**src/rtl/dma_sched_pkg.sv**
```systemverilog
package dma_sched_pkg;

    localparam int ENTRY_W          = 8;
    localparam int LANES_PER_WORD   = 4;
    localparam int CHAN_FIELD_W     = 7;
    localparam int TABLE_BASE_BYTE  = 'h800;
    localparam int CTRL_EN_BIT      = 31;

    typedef struct packed {
        logic                    is_rx;
        logic [CHAN_FIELD_W-1:0] chan;
    } slot_entry_t;

    function automatic logic [31:0] pack_ctrl(input logic en, input logic [15:0] last_idx);
        logic [31:0] w;
        w = 32'(last_idx);
        w[CTRL_EN_BIT] = en;
        return w;
    endfunction

endpackage

```
**src/rtl/sched_cfg_regs.sv**
```systemverilog
module sched_cfg_regs
    import dma_sched_pkg::*;
#(
    parameter int DEPTH  = 64,
    parameter int ADDR_W = 12
) (
    input  logic                     clk,
    input  logic                     rst,
    input  logic                     wr,
    input  logic                     rd,
    input  logic [ADDR_W-1:0]        addr,
    input  logic [31:0]              wdata,
    output logic [31:0]              rdata,
    output logic                     en,
    output logic [$clog2(DEPTH)-1:0] last_idx,
    input  logic [$clog2(DEPTH)-1:0] slot_idx,
    output slot_entry_t              slot
);
    localparam int IDX_W  = $clog2(DEPTH);
    localparam int WORDS  = DEPTH / LANES_PER_WORD;
    localparam int WIDX_W = IDX_W - 2;
    localparam int WA_W   = ADDR_W - 2;
    localparam logic [WA_W-1:0] BASE_W = WA_W'(TABLE_BASE_BYTE / 4);

    logic [WA_W-1:0]   word_addr;
    logic [WA_W-1:0]   tbl_off;
    logic              aligned;
    logic              ctrl_hit;
    logic              tbl_hit;
    logic [WIDX_W-1:0] tbl_word;
    logic [31:0]       word_arr [WORDS];
    logic [31:0]       slot_word;

    assign word_addr = addr[ADDR_W-1:2];
    assign aligned   = (addr[1:0] == 2'b00);
    assign ctrl_hit  = aligned && (word_addr == '0);
    assign tbl_off   = word_addr - BASE_W;
    assign tbl_hit   = aligned && (word_addr >= BASE_W) && (tbl_off < WA_W'(WORDS));
    assign tbl_word  = tbl_off[WIDX_W-1:0];

    always_ff @(posedge clk) begin
        if (rst) begin
            en       <= 1'b0;
            last_idx <= '0;
        end else if (wr && ctrl_hit) begin
            en       <= wdata[CTRL_EN_BIT];
            last_idx <= wdata[IDX_W-1:0];
        end
    end

    for (genvar w = 0; w < WORDS; w++) begin : g_word
        logic [31:0] word_q;
        always_ff @(posedge clk) begin
            if (rst) begin
                word_q <= '0;
            end else if (wr && tbl_hit && (tbl_word == WIDX_W'(w))) begin
                word_q <= wdata;
            end
        end
        assign word_arr[w] = word_q;
    end

    assign slot_word = word_arr[slot_idx[IDX_W-1:2]];
    assign slot      = slot_entry_t'(slot_word[{slot_idx[1:0], 3'b000} +: ENTRY_W]);

    always_ff @(posedge clk) begin
        if (rst) begin
            rdata <= '0;
        end else if (rd) begin
            if (ctrl_hit) begin
                rdata <= pack_ctrl(en, 16'(last_idx));
            end else if (tbl_hit) begin
                rdata <= word_arr[tbl_word];
            end else begin
                rdata <= '0;
            end
        end
    end

endmodule

```
**src/rtl/sched_slot_walker.sv**
```systemverilog
module sched_slot_walker #(
    parameter int IDX_W = 6
) (
    input  logic             clk,
    input  logic             rst,
    input  logic             en,
    input  logic [IDX_W-1:0] last_idx,
    output logic [IDX_W-1:0] ptr
);
    logic at_end;

    assign at_end = (ptr >= last_idx);

    always_ff @(posedge clk) begin
        if (rst || !en) begin
            ptr <= '0;
        end else if (at_end) begin
            ptr <= '0;
        end else begin
            ptr <= ptr + 1'b1;
        end
    end

endmodule

```
**src/rtl/sched_grant_pick.sv**
```systemverilog
module sched_grant_pick
    import dma_sched_pkg::*;
#(
    parameter int NUM_CH = 30,
    parameter int CH_W   = 5
) (
    input  logic              clk,
    input  logic              rst,
    input  logic              en,
    input  slot_entry_t       slot,
    input  logic [NUM_CH-1:0] tx_req,
    input  logic [NUM_CH-1:0] rx_req,
    output logic              gnt_valid,
    output logic [CH_W-1:0]   gnt_chan,
    output logic              gnt_rx
);
    logic pending;
    logic hit;

    always_comb begin
        pending = 1'b0;
        for (int i = 0; i < NUM_CH; i++) begin
            if (slot.chan == CHAN_FIELD_W'(i)) begin
                pending = slot.is_rx ? rx_req[i] : tx_req[i];
            end
        end
    end

    assign hit = en && pending;

    always_ff @(posedge clk) begin
        if (rst) begin
            gnt_valid <= 1'b0;
            gnt_chan  <= '0;
            gnt_rx    <= 1'b0;
        end else begin
            gnt_valid <= hit;
            gnt_chan  <= hit ? slot.chan[CH_W-1:0] : '0;
            gnt_rx    <= hit ? slot.is_rx : 1'b0;
        end
    end

endmodule

```
**src/rtl/dma_slot_sched.sv**
```systemverilog
module dma_slot_sched
    import dma_sched_pkg::*;
#(
    parameter int NUM_CH = 30,
    parameter int DEPTH  = 64,
    parameter int ADDR_W = 12,
    localparam int CH_W  = (NUM_CH > 1) ? $clog2(NUM_CH) : 1
) (
    input  logic              clk,
    input  logic              rst,
    input  logic              reg_wr,
    input  logic              reg_rd,
    input  logic [ADDR_W-1:0] reg_addr,
    input  logic [31:0]       reg_wdata,
    output logic [31:0]       reg_rdata,
    input  logic [NUM_CH-1:0] tx_req,
    input  logic [NUM_CH-1:0] rx_req,
    output logic              gnt_valid,
    output logic [CH_W-1:0]   gnt_chan,
    output logic              gnt_rx
);
    localparam int IDX_W = $clog2(DEPTH);

    logic             cfg_en;
    logic [IDX_W-1:0] cfg_last;
    logic [IDX_W-1:0] slot_ptr;
    slot_entry_t      cur_slot;

    sched_cfg_regs #(.DEPTH(DEPTH), .ADDR_W(ADDR_W)) u_regs (
        .clk      (clk),
        .rst      (rst),
        .wr       (reg_wr),
        .rd       (reg_rd),
        .addr     (reg_addr),
        .wdata    (reg_wdata),
        .rdata    (reg_rdata),
        .en       (cfg_en),
        .last_idx (cfg_last),
        .slot_idx (slot_ptr),
        .slot     (cur_slot)
    );

    sched_slot_walker #(.IDX_W(IDX_W)) u_walk (
        .clk      (clk),
        .rst      (rst),
        .en       (cfg_en),
        .last_idx (cfg_last),
        .ptr      (slot_ptr)
    );

    sched_grant_pick #(.NUM_CH(NUM_CH), .CH_W(CH_W)) u_pick (
        .clk       (clk),
        .rst       (rst),
        .en        (cfg_en),
        .slot      (cur_slot),
        .tx_req    (tx_req),
        .rx_req    (rx_req),
        .gnt_valid (gnt_valid),
        .gnt_chan  (gnt_chan),
        .gnt_rx    (gnt_rx)
    );

endmodule

```
**config.mk**
```make
export PLATFORM = sky130hd
export DESIGN_NAME = dma_slot_sched
export DESIGN_NICKNAME = d
export VERILOG_FILES = /design/src/rtl/dma_sched_pkg.sv /design/src/rtl/sched_cfg_regs.sv /design/src/rtl/sched_slot_walker.sv /design/src/rtl/sched_grant_pick.sv /design/src/rtl/dma_slot_sched.sv
export SDC_FILE = /design/constraint.sdc
export NUM_CORES = 2
export LEC_CHECK = 0
export BUFFER_PORTS_ARGS = -buffer_cell sky130_fd_sc_hd__buf_2
export CAP_MARGIN = 20
export CORE_MARGIN = 1
export CORE_UTILIZATION = 30
export CTS_CLUSTER_SIZE = 28
export DETAILED_ROUTE_END_ITERATION = 16
export RECOVER_POWER = 25
export SKIP_CTS_REPAIR_TIMING = 1
export SLEW_MARGIN = 20
export SYNTH_ARGS = -nofsm -noshare
export SYNTH_HDL_FRONTEND = slang
export SYNTH_SLANG_ARGS = --single-unit
```
**constraint.sdc**
```tcl
create_clock -name clk -period 9.55 [get_ports clk]
set_clock_uncertainty 0.1 [all_clocks]
set_input_delay 2.3875 -clock clk [delete_from_list [all_inputs] [get_ports clk]]
set_output_delay 2.3875 -clock clk [all_outputs]
set_load 0.01 [all_outputs]
```
Word-level counts from Yosys, hierarchy flattened:

Index checks and enable logic that the tools add are counted.

* register bits: 564
* bits of input ports: 108
* output and inout bits: 39
* word-level logic and storage cells: 176

* add/subtract/negate cells: 2
* $lt $le $gt $ge: 5
* equality and inequality tests: 44
* shift-type cells: 1
* mux-type cells: 68
* bitwise operators: 3
* reductions and logical operators: 30

Operator list (number)
* $bmux W32 S4: 2
* $mux W32: 6
* $eq A7 B5 Y1 const B: 14
* $mux W1: 60
* $eq A7 B4 Y1 const B: 8
* $eq A4 B4 Y1 const B: 8
* $shiftx A32 B6 Y8: 1
* $eq A7 B3 Y1 const B: 4
* $logic_and A1 B1 Y1: 22
* $eq A4 B3 Y1 const B: 4
* $eq A7 B2 Y1 const B: 2
* $ge A10 B10 Y1 const B: 1
* $ge A5 B5 Y1 const B: 2
* $logic_not A10 Y1: 1
* $lt A10 B5 Y1 const B: 1
* $not A4 Y5: 2
* $sub A10 B10 Y10 const B: 1
* $eq A4 B2 Y1 const B: 2
* $eq A7 B1 Y1 const B: 1
* $logic_not A7 Y1: 1
* $add A6 B1 Y6 const B: 1
* $ge A6 B6 Y1: 1
* $eq A4 B1 Y1 const B: 1
* $logic_not A4 Y1: 1
* 5 further kinds: 6

Depth between registers and ports, before layout:

* depth after elaboration: 39
* depth in mapped cells: 17
* mapped depth without buffers: 11

Hierarchy:

From an unflattened synthesis, not the netlist that was laid out.

* cells, all modules: 3196
* area, all modules: 28949.0 sq um

By module, submodules not included
* sched_cfg_regs: times used 1, cells an instance 3048, area each 27563.9 sq um, seq. area each 11030.6 sq um
* sched_grant_pick: times used 1, cells an instance 104, area each 993.5 sq um, seq. area each 140.1 sq um
* sched_slot_walker: times used 1, cells an instance 44, area each 391.6 sq um, seq. area each 120.1 sq um

Worst setup path before layout:

OpenSTA, ideal clock, no wires.

* kind: input port to flip-flop
* start: input reg_addr[2]
* end: register u_regs.rdata[14]
* setup time: 0.128 ns
* arrival: 4.806 ns
* required time: 9.322 ns
* slack: 4.517 ns
* cell stages on the path: 7
* path buffers: 3
* cell sequence: clkbuf_1 clkbuf_1 clkbuf_1 mux4_2 mux4_2 a21oi_1 nor2_1

* word-level cells in the longest chain between the ends: 7
* elaborated cells between the ends (all ways): 13
* those cells by class: 1 x add/sub; 2 x order compare; 5 x mux; 1 x bitwise; 4 x reduce/logical

RTL lines
* from (decl): line dma_slot_sched.sv:13 `input logic [ADDR_W-1:0] reg_addr,`
* $sub A10 B10 Y10: line sched_cfg_regs.sv:37 `assign tbl_off = word_addr - BASE_W;`
* $not A4 Y5 (implied by the code): line sched_cfg_regs.sv:73 `rdata <= word_arr[tbl_word];`
* $bmux W32 S4: line sched_cfg_regs.sv:73
* $mux W32 (implied by the code) (2 in a row): line sched_cfg_regs.sv:73
* $mux W32: line sched_cfg_regs.sv:72 `end else if (tbl_hit) begin`
* $mux W32 (*): line sched_cfg_regs.sv:70 `if (ctrl_hit) begin`
* to (signal assigned): line sched_cfg_regs.sv:71 `rdata <= pack_ctrl(en, 16'(last_idx));`
* to (signal assigned): line sched_cfg_regs.sv:73
* to (decl): line sched_cfg_regs.sv:13 `output logic [31:0] rdata,`

Every way passes the cells marked *; elsewhere a longest branch is shown, timed or not. The select of a mux whose other input is x is not followed.
A chain may end at the register's enable or synchronous reset.

Worst setup path after layout:

* start: input reg_addr[2]
* end: register u_regs.g_word[15].word_q[12]

* word-level cells in the longest chain between the ends: 5
* elaborated cells between the ends (all ways): 8
* those cells by class: 1 x add/sub; 2 x order compare; 1 x eq/ne; 4 x reduce/logical

RTL lines
* $sub A10 B10 Y10 or $ge A10 B10 Y1 (tied branches): line sched_cfg_regs.sv:37, sched_cfg_regs.sv:38
* $lt A10 B5 Y1 or $logic_and A1 B1 Y1 (tied branches): line sched_cfg_regs.sv:38 `assign tbl_hit = aligned && (word_addr >= BASE_W) && (tbl_off < WA_W'(WORDS));`
* $logic_and A1 B1 Y1: line sched_cfg_regs.sv:38
* $logic_and A1 B1 Y1: line sched_cfg_regs.sv:56 `end else if (wr && tbl_hit && (tbl_word == WIDX_W'(w))) begin`
* $logic_and A1 B1 Y1 (*): line sched_cfg_regs.sv:56
* to (signal assigned): line sched_cfg_regs.sv:57 `word_q <= wdata;`
* to (decl): line sched_cfg_regs.sv:52 `logic [31:0] word_q;`

Every way passes the cells marked *; elsewhere a longest branch is shown, timed or not.

==> flow_summary.toml <==
[worst_setup_path]
rr_startpoint = "u_walk.ptr[4]$_SDFF_PP0_"
path_class = "input pin to flop"
worstPathArrival_ns = 7.46
r2r_cells = 13
r2r_setup_slack_ns = 3.65
worstPathRequired_ns = 9.93
worst_setup_path_end_kind = "flop"
regToRegEndpoint = "u_pick.gnt_chan[2]$_SDFF_PP0_"
cp_max_fo = 61
start_kind = "input pin"

[sta]
relSlewSlack = -1.028
setup_tns_ns = 0
min_period_ns = 7.082
fin_hold_ws_ns = 0.3629
drv_slew = 96
setup_viol = 0
fmax_mhz = 141.2
fin_crit_sh = 0.7416
worst_pin_slew_ns = 3.042
hold_viol = 0
rsz0062_at_grt = "false"

[yosys]
synth_nets = 3409
syn_area_per_cell_um2 = 8.635
async_reset_ff_frac = 0
ys_seq_area_frac = 0.3969
synth-edff-count = 0
synthCells = 3294
ys_types = 74
ys_seq_elements = 564
synth_top_area_frac = 0.3969
synth_area_leaders = "dfxtp_1 40%, mux4_2 18%, nand2_1 14%"
yosysWarnings = 0
yosys.area.top_type = "dfxtp_1"
ys.flop_type = "dfxtp_1"
syn_area_um2 = 28440

[detailed_routing]
vias_per_cell = 5.664
drtIter0Drc = 3500
antenna_left = 0
wirelength_mm = 111.5
firstDrtPassIters = 6
vias = 25680
wire_per_inst_um = 24.60
drcViolationCount = 0

[grt]
grt_pass1_vias = 24150
grt_max_degree = 101
grt_first_pass_wirelength_mm = 164.3
gr-total-overflow = 0
antenna_found_initial = 7
grtUsageTotal = 0.2281

[place]
numPortBuffers = 146
gp_congestion = 0.9118
dp_hpwl_mm = 67.40

[worst_hold_path]
holdPathStages = 2
holdPathEnd = "u_regs.g_word[6].word_q[19]$_SDFFE_PP0P_"
min_path_type = "flop to flop"
min_from = "u_regs.g_word[6].word_q[19]$_SDFFE_PP0P_"

[clock_tree]
cts_sinks = 564
path_clk_slew_ns = 0.06
insertion_delay_ns = 0.66
clockBufferDepth = 3
tritoncts = "yes"
cts-buffers-inserted = 61
clock_tree.root_cell = "clkbuf_16"
h-tree-depth = 2

[cells_and_area]
fin_nets = 3344
area_delta_synth_final_pct = 12.42
nFillCells = 9655
drive_gt1_frac = 0.1629

[power]
vdd_drop_max_mv = 0.1604
clkPwrFrac = 0.490
p_seq_frac = 0.470
power_switching_share = 0.2379
cellInternalPower_w = 0.003815
power.combinational.fraction = 0.040
leakage_nw = 9.790
power.density_nw_per_um2 = 156.6
switchingPower_w = 0.001191

[status]
violations = "capacitance limit, slew limit"
status = "finished, violations left"

[floorplanning]
fp.dieH_um = 309.9
rows = 112
core_area_um2 = 93610
ios = 147
die_w_um = 309.9
dieArea_um2 = 96050
start_util = 0.3039

[job]
maxCapViolCount = 3
[placed cells by master, fill, tap and decap left out, types with 15 or more instances in the layout]
cell type | Yosys | layout
buf_2 | 18 | 103
buf_4 | 13 | 46
nand2_1 | 1081 | 1071
clkbuf_16 | 0 | 61
nor2b_1 | 42 | 42
mux2i_1 | 80 | 80
clkbuf_8 | 0 | 15
nor2_1 | 96 | 82
a21oi_1 | 571 | 571
a211oi_1 | 21 | 21
mux4_2 | 233 | 233
nand3_1 | 19 | 16
dfxtp_1 | 564 | 559
nor3_1 | 24 | 24
inv_1 | 15 | 15
clkbuf_1 | 255 | 61
a22oi_1 | 30 | 30
[power by group through the flow]
stage / logic, W / registers (W) / clock network [W]
floorplan: 0.000129 / 0.00241 / 0
global placement: 0.000199 / 0.00241 / 0
detailed placement: 0.000200 / 0.00241 / 0
CTS: 0.000200 / 0.00235 / 0.00248
global route: 0.000212 / 0.00235 / 0.00257
finish: 0.000201 / 0.00235 / 0.00245
[worst max-delay path: stages]
cell	delay, ns
buf_8	0.54
clkbuf_1	1.98
nand3_1	1.62
buf_4	0.66
nand2_1	0.12
a21oi_1	0.06
[flip-flops by register name (all words and copies together) (netlist names)]
signal and count:
u_regs.g_word.word_q 512, u_regs.rdata 32, u_regs.last_idx 6, u_walk.ptr 6, u_pick.gnt_chan 5, u_pick.gnt_rx 1, u_pick.gnt_valid 1, u_regs.en 1
[cells by family after synthesis]
kind of cell / Yosys count / share of synthesized area
adders and majority gates: 7 / 0.003079
buffers and inverters: 341 / 0.05094
AOI/OAI and AO/OA: 720 / 0.1411
DFF: 564 / 0.3969
muxes: 323 / 0.2166
xor gates and xnor gates: 4 / 0.001232
and+or+nand+nor: 1335 / 0.1901
[metal layers]
metal / share of wire / track usage / up-vias
li1: - / - / 11360
met1: 0.40 / 0.2990 / 12540
met2: 0.45 / 0.3561 / 1463
met3: 0.10 / 0.04993 / 312
met4: 0.050 / 0.1087 / 10
met5: 0.00055 / 0 / -
[cell usage after synthesis (13+ instances only)]
cell      instances
buf_4            13
buf_6            13
mux4_2          233
nand3_1          19
dfxtp_1         564
buf_2            18
a22oi_1          30
a21oi_1         571
nor2_1           96
or3_1            14
nor2b_1          42
nor3_1           24
mux2i_1          80
buf_1            25
a211oi_1         21
clkbuf_1        255
inv_1            15
nand2_1        1081
[worst max-delay path by stage]
stage	from	endpoint	slack [ns]	depth (start not counted)
2_1_floorplan	reg_addr[2]	u_regs.rdata[14]$_SDFFE_PP0P_	4.52	7
3_3_place_gp	reg_addr[7]	u_regs.g_word[7].word_q[26]$_SDFFE_PP0P_	3.82	8
3_5_place_dp	reg_addr[2]	u_regs.g_word[5].word_q[27]$_SDFFE_PP0P_	3.89	7
4_1_cts	u_walk.ptr[4]$_SDFF_PP0_	u_pick.gnt_chan[2]$_SDFF_PP0_	3.82	13
5_1_grt	reg_addr[2]	u_regs.g_word[15].word_q[12]$_SDFFE_PP0P_	1.83	6
6_report	reg_addr[2]	u_regs.g_word[15].word_q[12]$_SDFFE_PP0P_	2.47	6
[final cells by class]
class                           count  area (um2)  area share
Timing Repair Buffer              196        1124     0.03514
Inverter                           17       63.81    0.001996
Clock inverter                     16       235.2    0.007356
Clock buffer                       96        1808     0.05654
Antenna cell                        2       5.005   0.0001565
Multi-Input combinational cell   2389       15870      0.4963
Sequential cell                   564       11300      0.3534
Tap cell                         1254        1569     0.04907
[metrics by stage]
| step | std cells | setup slack (ns) | total power, W | utilization | area, um2 |
|---|---|---|---|---|---|
| global placement | 4418 | 3.816 | 0.002606 | 0.3200 | 29960 |
| finish | 4534 | 2.468 | 0.005007 | 0.3416 | 31980 |
| CTS | 4531 | 3.825 | 0.005030 | 0.3421 | 32020 |
| global route | 4533 | 1.832 | 0.005135 | 0.3416 | 31970 |
| floorplan | 3294 | 4.517 | 0.002537 | - | 28440 |
| detailed placement | 4419 | 3.893 | 0.002606 | 0.3203 | 29980 |
No activity file was read; power rests on OpenSTA's default activity.
